`src/rtl/sect_seq.sv`:
```
module sect_seq #(
  parameter int CNT_W         = 8,
  parameter int BUFS_PER_SECT = 16,
  parameter int WORDS_PER_BUF = 16,
  parameter int TIMEOUT       = 1024
) (
  input  logic             clk,
  input  logic             rst_n,
  input  logic             req_start,
  input  logic [1:0]       req_task,
  input  logic [27:0]      req_lba,
  input  logic [CNT_W-1:0] req_count,
  input  logic             req_hold,
  output logic             req_busy,
  output logic             req_done,
  output logic             req_err,
  output logic             rx_valid,
  output logic [15:0]      rx_data,
  input  logic [15:0]      tx_data,
  output logic             tx_pop,
  output logic             reg_req,
  output logic             reg_we,
  output logic [6:0]       reg_addr,
  output logic [15:0]      reg_wdata,
  input  logic [15:0]      reg_rdata,
  input  logic             reg_rvalid,
  input  logic             irq_err
);

  localparam int BUF_W = CNT_W + $clog2(BUFS_PER_SECT) + 1;
  localparam int WI_W  = $clog2(WORDS_PER_BUF);
  localparam int WD_W  = $clog2(TIMEOUT);

  localparam logic [6:0] A_STLO  = 7'h04;
  localparam logic [6:0] A_STHI  = 7'h06;
  localparam logic [6:0] A_LBALO = 7'h10;
  localparam logic [6:0] A_LBAHI = 7'h12;
  localparam logic [6:0] A_CMD   = 7'h14;
  localparam logic [6:0] A_CTRL  = 7'h18;
  localparam logic [6:0] A_DATA  = 7'h40;

  localparam logic [1:0] T_ID = 2'd1;
  localparam logic [1:0] T_RD = 2'd2;
  localparam logic [1:0] T_WR = 2'd3;

  typedef enum logic [4:0] {
    S_IDLE, S_LK_ST, S_LK_CR, S_LK_CW, S_LK_WT, S_RDY_LO, S_RDY_HI,
    S_ADR_LO, S_ADR_HI, S_CMD, S_CR_RD, S_CR_WR, S_BF_LO, S_BF_HI,
    S_XFER, S_DONE, S_RL_RD, S_RL_WR
  } st_t;

  st_t              state;
  logic             pend;
  logic [WD_W-1:0]  wd;
  logic [15:0]      rbuf;
  logic             okbit;
  logic [1:0]       task_q;
  logic [27:0]      lba_q;
  logic [CNT_W-1:0] cnt_q;
  logic [BUF_W-1:0] bufs;
  logic [WI_W-1:0]  widx;
  logic             err_q;
  logic             held;
  logic             is_rd, is_wr, got, wr_task, adv_word, start_ok;
  logic [7:0]       opc;

  assign wr_task  = (task_q == T_WR);
  assign got      = pend && reg_rvalid;
  assign adv_word = (state == S_XFER) && (wr_task || got);
  assign start_ok = req_start && (req_task == T_ID ||
                    (req_task != 2'd0 && req_count != '0));

  always_comb begin
    unique case (state)
      S_LK_ST, S_LK_CR, S_LK_WT, S_RDY_LO, S_RDY_HI,
      S_CR_RD, S_BF_LO, S_BF_HI, S_RL_RD: is_rd = 1'b1;
      S_XFER:                             is_rd = !wr_task;
      default:                            is_rd = 1'b0;
    endcase
    unique case (state)
      S_LK_CW, S_ADR_LO, S_ADR_HI, S_CMD, S_CR_WR, S_RL_WR: is_wr = 1'b1;
      S_XFER:                                               is_wr = wr_task;
      default:                                              is_wr = 1'b0;
    endcase
  end

  always_comb begin
    unique case (task_q)
      T_ID:    opc = 8'h02;
      T_RD:    opc = 8'h03;
      default: opc = 8'h04;
    endcase
    reg_wdata = 16'h0000;
    unique case (state)
      S_LK_ST, S_LK_WT, S_RDY_LO, S_BF_LO: reg_addr = A_STLO;
      S_RDY_HI, S_BF_HI:                  reg_addr = A_STHI;
      S_ADR_LO: begin reg_addr = A_LBALO; reg_wdata = lba_q[15:0]; end
      S_ADR_HI: begin reg_addr = A_LBAHI; reg_wdata = {4'h0, lba_q[27:16]}; end
      S_CMD: begin
        reg_addr  = A_CMD;
        reg_wdata = {opc, (task_q == T_ID) ? 8'h00 : 8'(cnt_q)};
      end
      S_LK_CW: begin reg_addr = A_CTRL; reg_wdata = rbuf | 16'h0002; end
      S_CR_WR: begin reg_addr = A_CTRL; reg_wdata = rbuf | 16'h0080; end
      S_RL_WR: begin reg_addr = A_CTRL; reg_wdata = rbuf & 16'hFFFD; end
      S_XFER:  begin reg_addr = A_DATA; reg_wdata = tx_data; end
      default: reg_addr = A_CTRL;
    endcase
  end

  assign reg_req  = (is_rd && !pend) || is_wr;
  assign reg_we   = is_wr;
  assign tx_pop   = (state == S_XFER) && wr_task;
  assign rx_valid = (state == S_XFER) && !wr_task && got;
  assign rx_data  = reg_rdata;
  assign req_busy = (state != S_IDLE);
  assign req_done = (state == S_DONE);
  assign req_err  = err_q;

  always_ff @(posedge clk or negedge rst_n) begin
    if (!rst_n) begin
      state  <= S_IDLE;
      pend   <= 1'b0;
      wd     <= '0;
      rbuf   <= '0;
      okbit  <= 1'b0;
      task_q <= '0;
      lba_q  <= '0;
      cnt_q  <= '0;
      bufs   <= '0;
      widx   <= '0;
      err_q  <= 1'b0;
      held   <= 1'b0;
    end else begin
      if (state != S_IDLE && irq_err) err_q <= 1'b1;

      if (is_rd && !pend) begin
        pend <= 1'b1;
        wd   <= '0;
      end else if (got) begin
        pend <= 1'b0;
        unique case (state)
          S_LK_ST:  if (reg_rdata[1]) begin held <= 1'b1; state <= S_RDY_LO; end
                    else state <= S_LK_CR;
          S_LK_CR:  begin rbuf <= reg_rdata; state <= S_LK_CW; end
          S_LK_WT:  if (reg_rdata[1]) begin held <= 1'b1; state <= S_RDY_LO; end
          S_RDY_LO: begin okbit <= reg_rdata[8]; state <= S_RDY_HI; end
          S_RDY_HI: if (okbit && !reg_rdata[1])
                      state <= (task_q == T_ID) ? S_CMD : S_ADR_LO;
                    else state <= S_RDY_LO;
          S_CR_RD:  begin rbuf <= reg_rdata; state <= S_CR_WR; end
          S_BF_LO:  begin okbit <= reg_rdata[5]; state <= S_BF_HI; end
          S_BF_HI:  if (okbit && !reg_rdata[1]) begin
                      widx  <= '0;
                      state <= S_XFER;
                    end else state <= S_BF_LO;
          S_RL_RD:  begin rbuf <= reg_rdata; state <= S_RL_WR; end
          default:  ;
        endcase
      end else if (pend) begin
        if (wd == WD_W'(TIMEOUT - 1)) pend <= 1'b0;
        else wd <= wd + 1'b1;
      end

      unique case (state)
        S_LK_CW:  state <= S_LK_WT;
        S_ADR_LO: state <= S_ADR_HI;
        S_ADR_HI: state <= S_CMD;
        S_CMD:    state <= S_CR_RD;
        S_CR_WR:  state <= S_BF_LO;
        S_RL_WR:  begin held <= 1'b0; state <= S_IDLE; end
        S_DONE:   state <= S_IDLE;
        S_IDLE: begin
          if (start_ok) begin
            task_q <= req_task;
            lba_q  <= req_lba;
            cnt_q  <= req_count;
            err_q  <= 1'b0;
            bufs   <= (req_task == T_ID) ? BUF_W'(BUFS_PER_SECT)
                      : BUF_W'(req_count) * BUF_W'(BUFS_PER_SECT);
            state  <= S_LK_ST;
          end else if (held && !req_hold) begin
            state <= S_RL_RD;
          end
        end
        default: ;
      endcase

      if (adv_word) begin
        if (widx == WI_W'(WORDS_PER_BUF - 1)) begin
          widx  <= '0;
          bufs  <= bufs - 1'b1;
          state <= (bufs == BUF_W'(1)) ? S_DONE : S_BF_LO;
        end else begin
          widx <= widx + 1'b1;
        end
      end
    end
  end

  AST_SINGLE_READ: assert property (@(posedge clk) disable iff (!rst_n)
    pend |-> !(reg_req && !reg_we));
  AST_DONE_PULSE: assert property (@(posedge clk) disable iff (!rst_n)
    req_done |=> !req_done);
  AST_CMD_LOCKED: assert property (@(posedge clk) disable iff (!rst_n)
    (reg_req && reg_we && reg_addr == A_CMD) |-> held);
  AST_DATA_BOUND: assert property (@(posedge clk) disable iff (!rst_n)
    (reg_req && reg_addr == A_DATA) |-> (bufs != '0));
  AST_IDLE_NO_WAIT: assert property (@(posedge clk) disable iff (!rst_n)
    (state == S_IDLE) |-> !pend);
  AST_DONE_AFTER_BUF: assert property (@(posedge clk) disable iff (!rst_n)
    $rose(req_done) |-> $past(state == S_XFER));

endmodule

```
`config.mk`:
```
export PLATFORM = sky130hd
export DESIGN_NAME = sect_seq
export DESIGN_NICKNAME = d
export VERILOG_FILES = /design/src/rtl/sect_seq.sv
export SDC_FILE = /design/constraint.sdc
export NUM_CORES = 1
export LEC_CHECK = 0
export ABC_AREA = 1
export CORE_MARGIN = 10
export CORE_UTILIZATION = 27
export CTS_BUF_LIST = sky130_fd_sc_hd__clkbuf_4
export DETAILED_ROUTE_END_ITERATION = 16
export PLACE_DENSITY = 0.6
export SLEW_MARGIN = 20
export SYNTH_ARGS = -nofsm -noshare
export SYNTH_HDL_FRONTEND = slang
export SYNTH_SLANG_ARGS = --single-unit
```
`constraint.sdc`:
```
create_clock -name clk -period 1.95 [get_ports clk]
set_clock_uncertainty 0.2 [all_clocks]
set_input_delay 0.39 -clock clk [delete_from_list [all_inputs] [get_ports clk]]
set_output_delay 0.39 -clock clk [all_outputs]
set_load 0.01 [all_outputs]
```
==> summary.txt, run 1 <==
Outcome
  • Status: finished, violations left
  • Failing checks: setup timing

Worst setup path
  • Crit. End Element: output pin
  • CP dominant cell by count: nor2_4
  • Critical path's top delay family: simple AND/OR/NAND/NOR gates
  • Sum of buffers and inverters on the critical path: 3
  • Crit Path Class: flop to output pin
  • Critical Path Fanout Max: 7
  • Data arrival time of the worst path: 2.12 ns
  • Crit-path cells: nor2_4 > nand2_2 > nor2_4 > inv_2 > nor2_4 > inv_2 > o211ai_1 > buf_2
  • Slowest-stage cell, CP: dfrtp_2
  • Worst path max stage delay: 0.53 ns
  • Startpoint Class: flop
  • RR Startpoint: state[0]
  • CP startpoint: state[1]
  • Critical Path RT: roughly 1.4 ns

Route
  • ANT nets after route: 0
  • M1 WL: 8560 um
  • Post-Route WL: 20000 um
  • Metal3 WL: 1500 um
  • TritonRoute pass-1 iters: 4
  • Metal2 WL: 9650 um
  • Starting DRC count in detailed routing: 214
  • DR vias: between 5000 and 6000
  • Routed WL per cell: 17.2 um
  • DRC: 0
  • Top Layer Used: met4
  • Vias per cell: 4.68

STA
  • Relative slew slack: 54.2%
  • Slew Viols, Final: 0
  • Hold_ws: a little over 0.07 ns
  • F_max: 0.369 GHz
  • Tcrit/Tclk final: 139%
  • Hold Violations, Final: 0
  • Tmin final: approximately 2.7 ns
  • RSZ-0062 raised after global routing: yes
  • Worst Tran Pin Value: 0.681 ns
  • Setup ws final: -0.759 ns
  • # setup viols final: between 100 and 150

Global routing
  • Total GRT Usage: 15.0%
  • Largest net degree at the start of global routing: 34
  • GRT overflow: 0
  • Vias in the first global route: around 5600
  • Initial antenna violation count: 0
  • First-pass GRT wire length: 29500 um

Power
  • Clock power frac: 9.3%
  • Sw frac: 41.5%
  • Peak supply drop: 0.579 mV
  • Combinational power share: 62.3%
  • P_int: between 6000 and 7000 uW
  • Power Dens Cells: 1270 nW/um^2
  • Seq pwr share: 28.4%
  • P_sw: 4880 uW
  • Leakage: 0.00448 uW
  • Pwr Total: around 12000 uW

Clock network
  • CTS clk-pin slew, worst paths: 0.14 ns
  • Clk_lat worst skew: between 0.4 and 0.5 ns
  • Max Buffers Root-to-Sink: 2
  • CTS Buf Count: 9
  • CTS tree: yes
  • Root Driver: clkbuf_4
  • Clock sink count: 90
  • H-Tree Depth: 3

Run
  • Max-cap violations: 0

Hold path
  • Worst Hold Class: primary input to async pin

Cells and area
  • FF/Latch Area: 2260 um^2
  • Ant diodes: 0
  • Footprint of the multi-input gates: 3250 um^2
  • NumNets Final: approximately 1000
  • Layout cells sized above 1: around 47%
  • Fillers: 1690
  • Synth-to-Final Area Change: 79.9%

Synth
  • Sequential element share of the synthesized area: 43.8%
  • Synth Flop Type: dfrtp_1
  • Synthesized flop and latch total: 90
  • Synth top cells by count: 206 x nand2_1, 90 x dfrtp_1, 57 x inv_1
  • Cell taking the most area after synthesis: dfrtp_1
  • Synthesized area per cell: 7.91 um^2
  • Count leader, synth: nand2_1
  • Unique cell type count in the Yosys netlist: 53
  • Mapped Area: 5140 um^2
  • Area fraction of the dominant cell type after synthesis: 43.8%
  • Cells after Synth: 650
  • Post-synth EDFFs: 0
  • Yosys warns: 0
  • Fraction of registers with async set or reset after synthesis: 100%
  • Ranking of synthesized cells by area: dfrtp_1 44%, nand2_1 15%, inv_1 4.2%

Floorplanning
  • Die height: ~160 um
  • Die width: 158 um
  • Row count: 50
  • Die ar.: 25000 um^2
  • Initial core utilization: between 20% and 30%
  • Io pins: 122
  • Total core area: 18700 um^2

Place
  • DP HPWL: 13900 um
  • Final Wtd Congestion: between 0.8 and 0.9
  • IO buf count: 119
-- power groups by stage --
| stage | Combinational (uW) | Clock [uW] | Sequential [uW] |
|---|---|---|---|
| global placement | 5110 | 0 | 3180 |
| detailed placement | 5140 | 0 | 3190 |
| global route | 7900 | 1200 | 3440 |
| finish | 7330 | 1100 | 3340 |
| floorplan | 2730 | 0 | 3050 |
| CTS | 6060 | 1120 | 3230 |
-- placed cells by master (no fill, tap or decap), drive strengths merged --
| cell type | synthesis | final |
|---|---|---|
| nor3b | 2 | 2 |
| conb | 1 | 2 |
| buf | 29 | 198 |
| o21a | 1 | 1 |
| nand4 | 11 | 11 |
| a22oi | 14 | 14 |
| dlygate4sd3 | 0 | 1 |
| nor3 | 10 | 10 |
| clkinv | 3 | 4 |
| a31o | 2 | 2 |
| ha | 7 | 7 |
| dlygate4sd2 | 0 | 17 |
| nand3 | 32 | 32 |
| inv | 67 | 69 |
| a22o | 1 | 1 |
| a41oi | 2 | 2 |
| a221o | 1 | 1 |
| o21ai | 23 | 23 |
| clkdlybuf4s50 | 0 | 74 |
| or2 | 2 | 2 |
| o2111ai | 2 | 2 |
| xnor2 | 3 | 3 |
| bufinv | 0 | 1 |
| a31oi | 2 | 2 |
| o21bai | 4 | 4 |
| and3 | 1 | 1 |
| nor4 | 1 | 1 |
| clkbuf | 6 | 16 |
| nor2 | 60 | 60 |
| dfrtp | 90 | 90 |
| o211ai | 2 | 2 |
| o22ai | 2 | 2 |
| mux2i | 1 | 1 |
| o32ai | 1 | 1 |
| a221oi | 3 | 3 |
| nand2 | 214 | 214 |
| mux2 | 18 | 18 |
| xor2 | 1 | 1 |
| a21oi | 31 | 31 |
-- registers in the layout, indices dropped and copies added (netlist names), 2 cells and up --
name / cells
lba_q: 28
rbuf: 16
bufs: 13
wd: 10
cnt_q: 8
state: 5
widx: 4
task_q: 2
-- path summary, 6_finish.rpt --
| check | endpoint | slack [ns] | cells after the start |
|---|---|---|---|
| worst max-delay path | reg_wdata[4] | -0.76 | 8 |
| worst min-delay path | state[1] | 0.07 | 2 |
| worst max register to register | state[3] | -0.72 | 19 |
| worst min register to register | wd[5] | 0.28 | 1 |
| max in group asynchronous | state[2] | 0.91 | 3 |
| min in group clk | lba_q[0] | 0.21 | 3 |
-- metal layers --
layer	vias up	global-route usage [%]
met3	17	5.13
met1	2619	18.7
met2	144	24.0
met5	-	0
li1	2646	-
met4	0	4.46
-- layout make-up --
cell class	instances	share of cell area, %
well taps	234	3.16
flip-flops and latches	90	24.4
clock inverters	4	0.568
multi-input cells	456	35.2
inverters	70	3.35
repair buffers	295	32.4
clock buffers	11	0.893
-- cell families after synthesis --
| family | share of synthesized area, % |
|---|---|
| flops | 43.8 |
| xor+xnor | 0.681 |
| compound gates | 11.7 |
| buf+inv | 9.73 |
| fa+ha+maj | 1.70 |
| simple gates | 28.1 |
| other cells | 0.0729 |
| mux | 4.14 |
-- timing repair --
item | in CTS | in global routing
hold endpoints to repair | 90 | 0
hold buffers | 1 | 0
gates cloned | 3 | 8
endpoints found under the setup margin | 120 | 115
resized for setup | 298 | 160
pin swaps | 24 | 50
buffers inserted | 30 | 29
-- per-stage QoR --
stage	instances	TNS (ns)	utilization, %	area [um^2]	worst slack (ns)
3_3_place_gp	1091	-35.84	40.1	7490	-0.582
4_1_cts	1135	-24.45	44.9	8400	-0.728
6_report	1160	-35.31	49.5	9250	-0.759
5_1_grt	1160	-44.44	49.5	9250	-0.848
2_1_floorplan	651	-0.0594	-	5210	-0.0355
3_5_place_dp	1091	-36.72	40.1	7490	-0.643
Power figures use the tool's default switching activity.
==> run 2: changes to the inputs <==
RECOVER_POWER = 100   (was not set)
==> run 2 against run 1 <==
The flow still finishes with violations (setup timing); count of clock-buffer cells in the layout unchanged; non-clock buffer count stayed put; clock power barely moved; register-to-register slack barely moved; critical path depth stayed put; setup slack better by 0.010 ns; sequential power is essentially flat; via count fell by 0.65%; cell count unchanged; first-iteration DRC count is 11% higher; critical path type unchanged; sequential share of layout area up 0.089 points; die area did not move.
==> summary.txt, run 2 (synthesis results as in run 1) <==
Outcome
  • Status: finished, violations left
  • Failing checks: setup timing

Floorplanning
  • Die ar.: ~25000 um^2
  • Die height: 158 um
  • Total core area: 18700 um^2
  • Io pins: 122
  • Row count: 50
  • Initial core utilization: between 20% and 30%
  • Die width: around 160 um

Worst setup path
  • RR Startpoint: state[0]
  • Crit. End Element: output pin
  • Startpoint Class: flop
  • Data arrival time of the worst path: 2.11 ns
  • Critical Path RT: between 1 and 1.5 ns
  • Worst R2R End: state[3]
  • Worst r2r path cells: 19
  • R2r setup slk: -0.71 ns
  • Critical Path Fanout Max: 7
  • Crit Path Class: flop to output pin

STA
  • Slew Viols, Final: 0
  • Tcrit/Tclk final: 138%
  • Worst Tran Pin Value: 0.679 ns
  • F_max: 0.371 GHz
  • Hold Violations, Final: 0
  • RSZ-0062 raised after global routing: yes
  • Relative slew slack: 54.4%
  • Setup ws final: -0.748 ns
  • # setup viols final: 106
  • Setup tns final: -35.12 ns
  • Tmin final: 2.70 ns

Cells and area
  • Commonest non-fill, non-tap cells in the layout: 136 x nand2_1, 90 x buf_4, 85 x dfrtp_1
  • Fillers: 1696
  • Layout cells sized above 1: between 40% and 50%
  • Most common cell after layout, fill and taps aside: nand2_1
  • Synth-to-Final Area Change: 79.2%
  • Biggest regs: lba_q (28), rbuf (16), bufs (13)
  • FF/Latch Area: between 2000 and 2500 um^2
  • Ant diodes: 0
  • Util after Layout: 49.3%
  • Most flops, register: lba_q
  • NumNets Final: between 1000 and 1500
  • Footprint of the multi-input gates: 3250 um^2
  • Max reg flops: 28

Clock network
  • CTS tree: yes
  • Clock sink count: 90
  • H-Tree Depth: 3
  • CTS Buf Count: 9
  • CTS clk-pin slew, worst paths: ~0.14 ns
  • Max Buffers Root-to-Sink: 2
  • Clk_lat worst skew: 0.47 ns
  • Root Driver: clkbuf_4

Power
  • Leakage: 0.00447 uW
  • Power Dens Cells: 1280 nW/um^2
  • Peak supply drop: between 0.5 and 0.6 mV

Route
  • TritonRoute pass-1 iters: 4
  • Vias per cell: approximately 4.6
  • ANT nets after route: 0
  • Routed WL per cell: roughly 17 um
  • Starting DRC count in detailed routing: 238
  • DR vias: between 5000 and 6000
  • Post-Route WL: 19900 um
  • DRC: 0

Hold path
  • Worst Hold Class: primary input to async pin

Global routing
  • Largest net degree at the start of global routing: 34
  • Vias in the first global route: 5590
  • Total GRT Usage: 15.0%
  • GRT overflow: 0
  • Initial antenna violation count: 0
  • First-pass GRT wire length: 29500 um

Run
  • Max-cap violations: 0

Place
  • Final Wtd Congestion: 0.890
  • IO buf count: 119
  • DP HPWL: 13900 um
==> run 2: cell count changes in the layout (fill, tap and decap cells not counted) <==
cell,delta
buf_12,-2
buf_2,+1
dlygate4sd3_1,+16
clkdlybuf4s50_1,-16
clkbuf_4,+1
clkbuf_2,+1
clkbuf_1,+1
buf_4,-2
==> run 2: routing by layer <==
layer	vias up	global-route usage (%)	share of wire (%)
met3	16	5.13	7.7
met1	2578	18.7	43
met4	0	4.46	1.3
met5	-	0	0
li1	2654	-	-
met2	143	24.0	48
==> run 2: how the worst max path moves through the flow <==
stage                   from      endpoint  slack (ns)  cells past startpoint
CTS                 state[2]  reg_wdata[4]       -0.73                      8
floorplan           state[4]   reg_addr[4]       -0.04                      8
global placement    state[2]   reg_addr[4]       -0.58                      8
detailed placement  state[2]   reg_addr[4]       -0.64                      8
finish              state[1]  reg_wdata[4]       -0.75                      8
global route        state[0]       reg_req       -0.85                     10
==> run 2: what timing repair did <==
item                                    CTS  global route
gates cloned                              3             8
setup buffers                            30            29
resized for setup                       298           160
pin swaps                                24            50
hold endpoints to repair                 90             0
endpoints found under the setup margin  120           115
hold buffers                              1             0
==> run 2: through the flow <==
stage	hold slack, ns	std cells	total power [uW]	setup WS (ns)	cell area (um^2)
finish	0.214	1160	11800	-0.748	9220
global placement	0.0505	1091	8280	-0.582	7490
floorplan	-0.106	651	5780	-0.0355	5210
global route	0.207	1160	12500	-0.848	9220
detailed placement	0.0520	1091	8330	-0.643	7490
CTS	0.0586	1135	10400	-0.728	8400
==> run 2: worst max-delay path, stage by stage (launching register included) <==
cell and delay [ns]:
dfrtp_2 0.53, nor2_4 0.19, nand2_2 0.10, nor2_4 0.12, inv_2 0.07, nor2_4 0.16, inv_2 0.08, o211ai_1 0.21
buf_2 0.17
==> run 2: final cells by class <==
type	count	share of cell area [%]
flip-flops and latches	90	24.5
inverters	70	3.37
well taps	234	3.18
multi-input cells	456	35.3
clock buffers	11	0.896
clock inverters	4	0.570
repair buffers	295	32.2
==> run 2: power breakdown <==
| group | internal [uW] | total (uW) | switching (uW) |
|---|---|---|---|
| clock network | 418 | 1100 | 679 |
| logic | 3830 | 7310 | 3480 |
| registers | 2630 | 3340 | 713 |
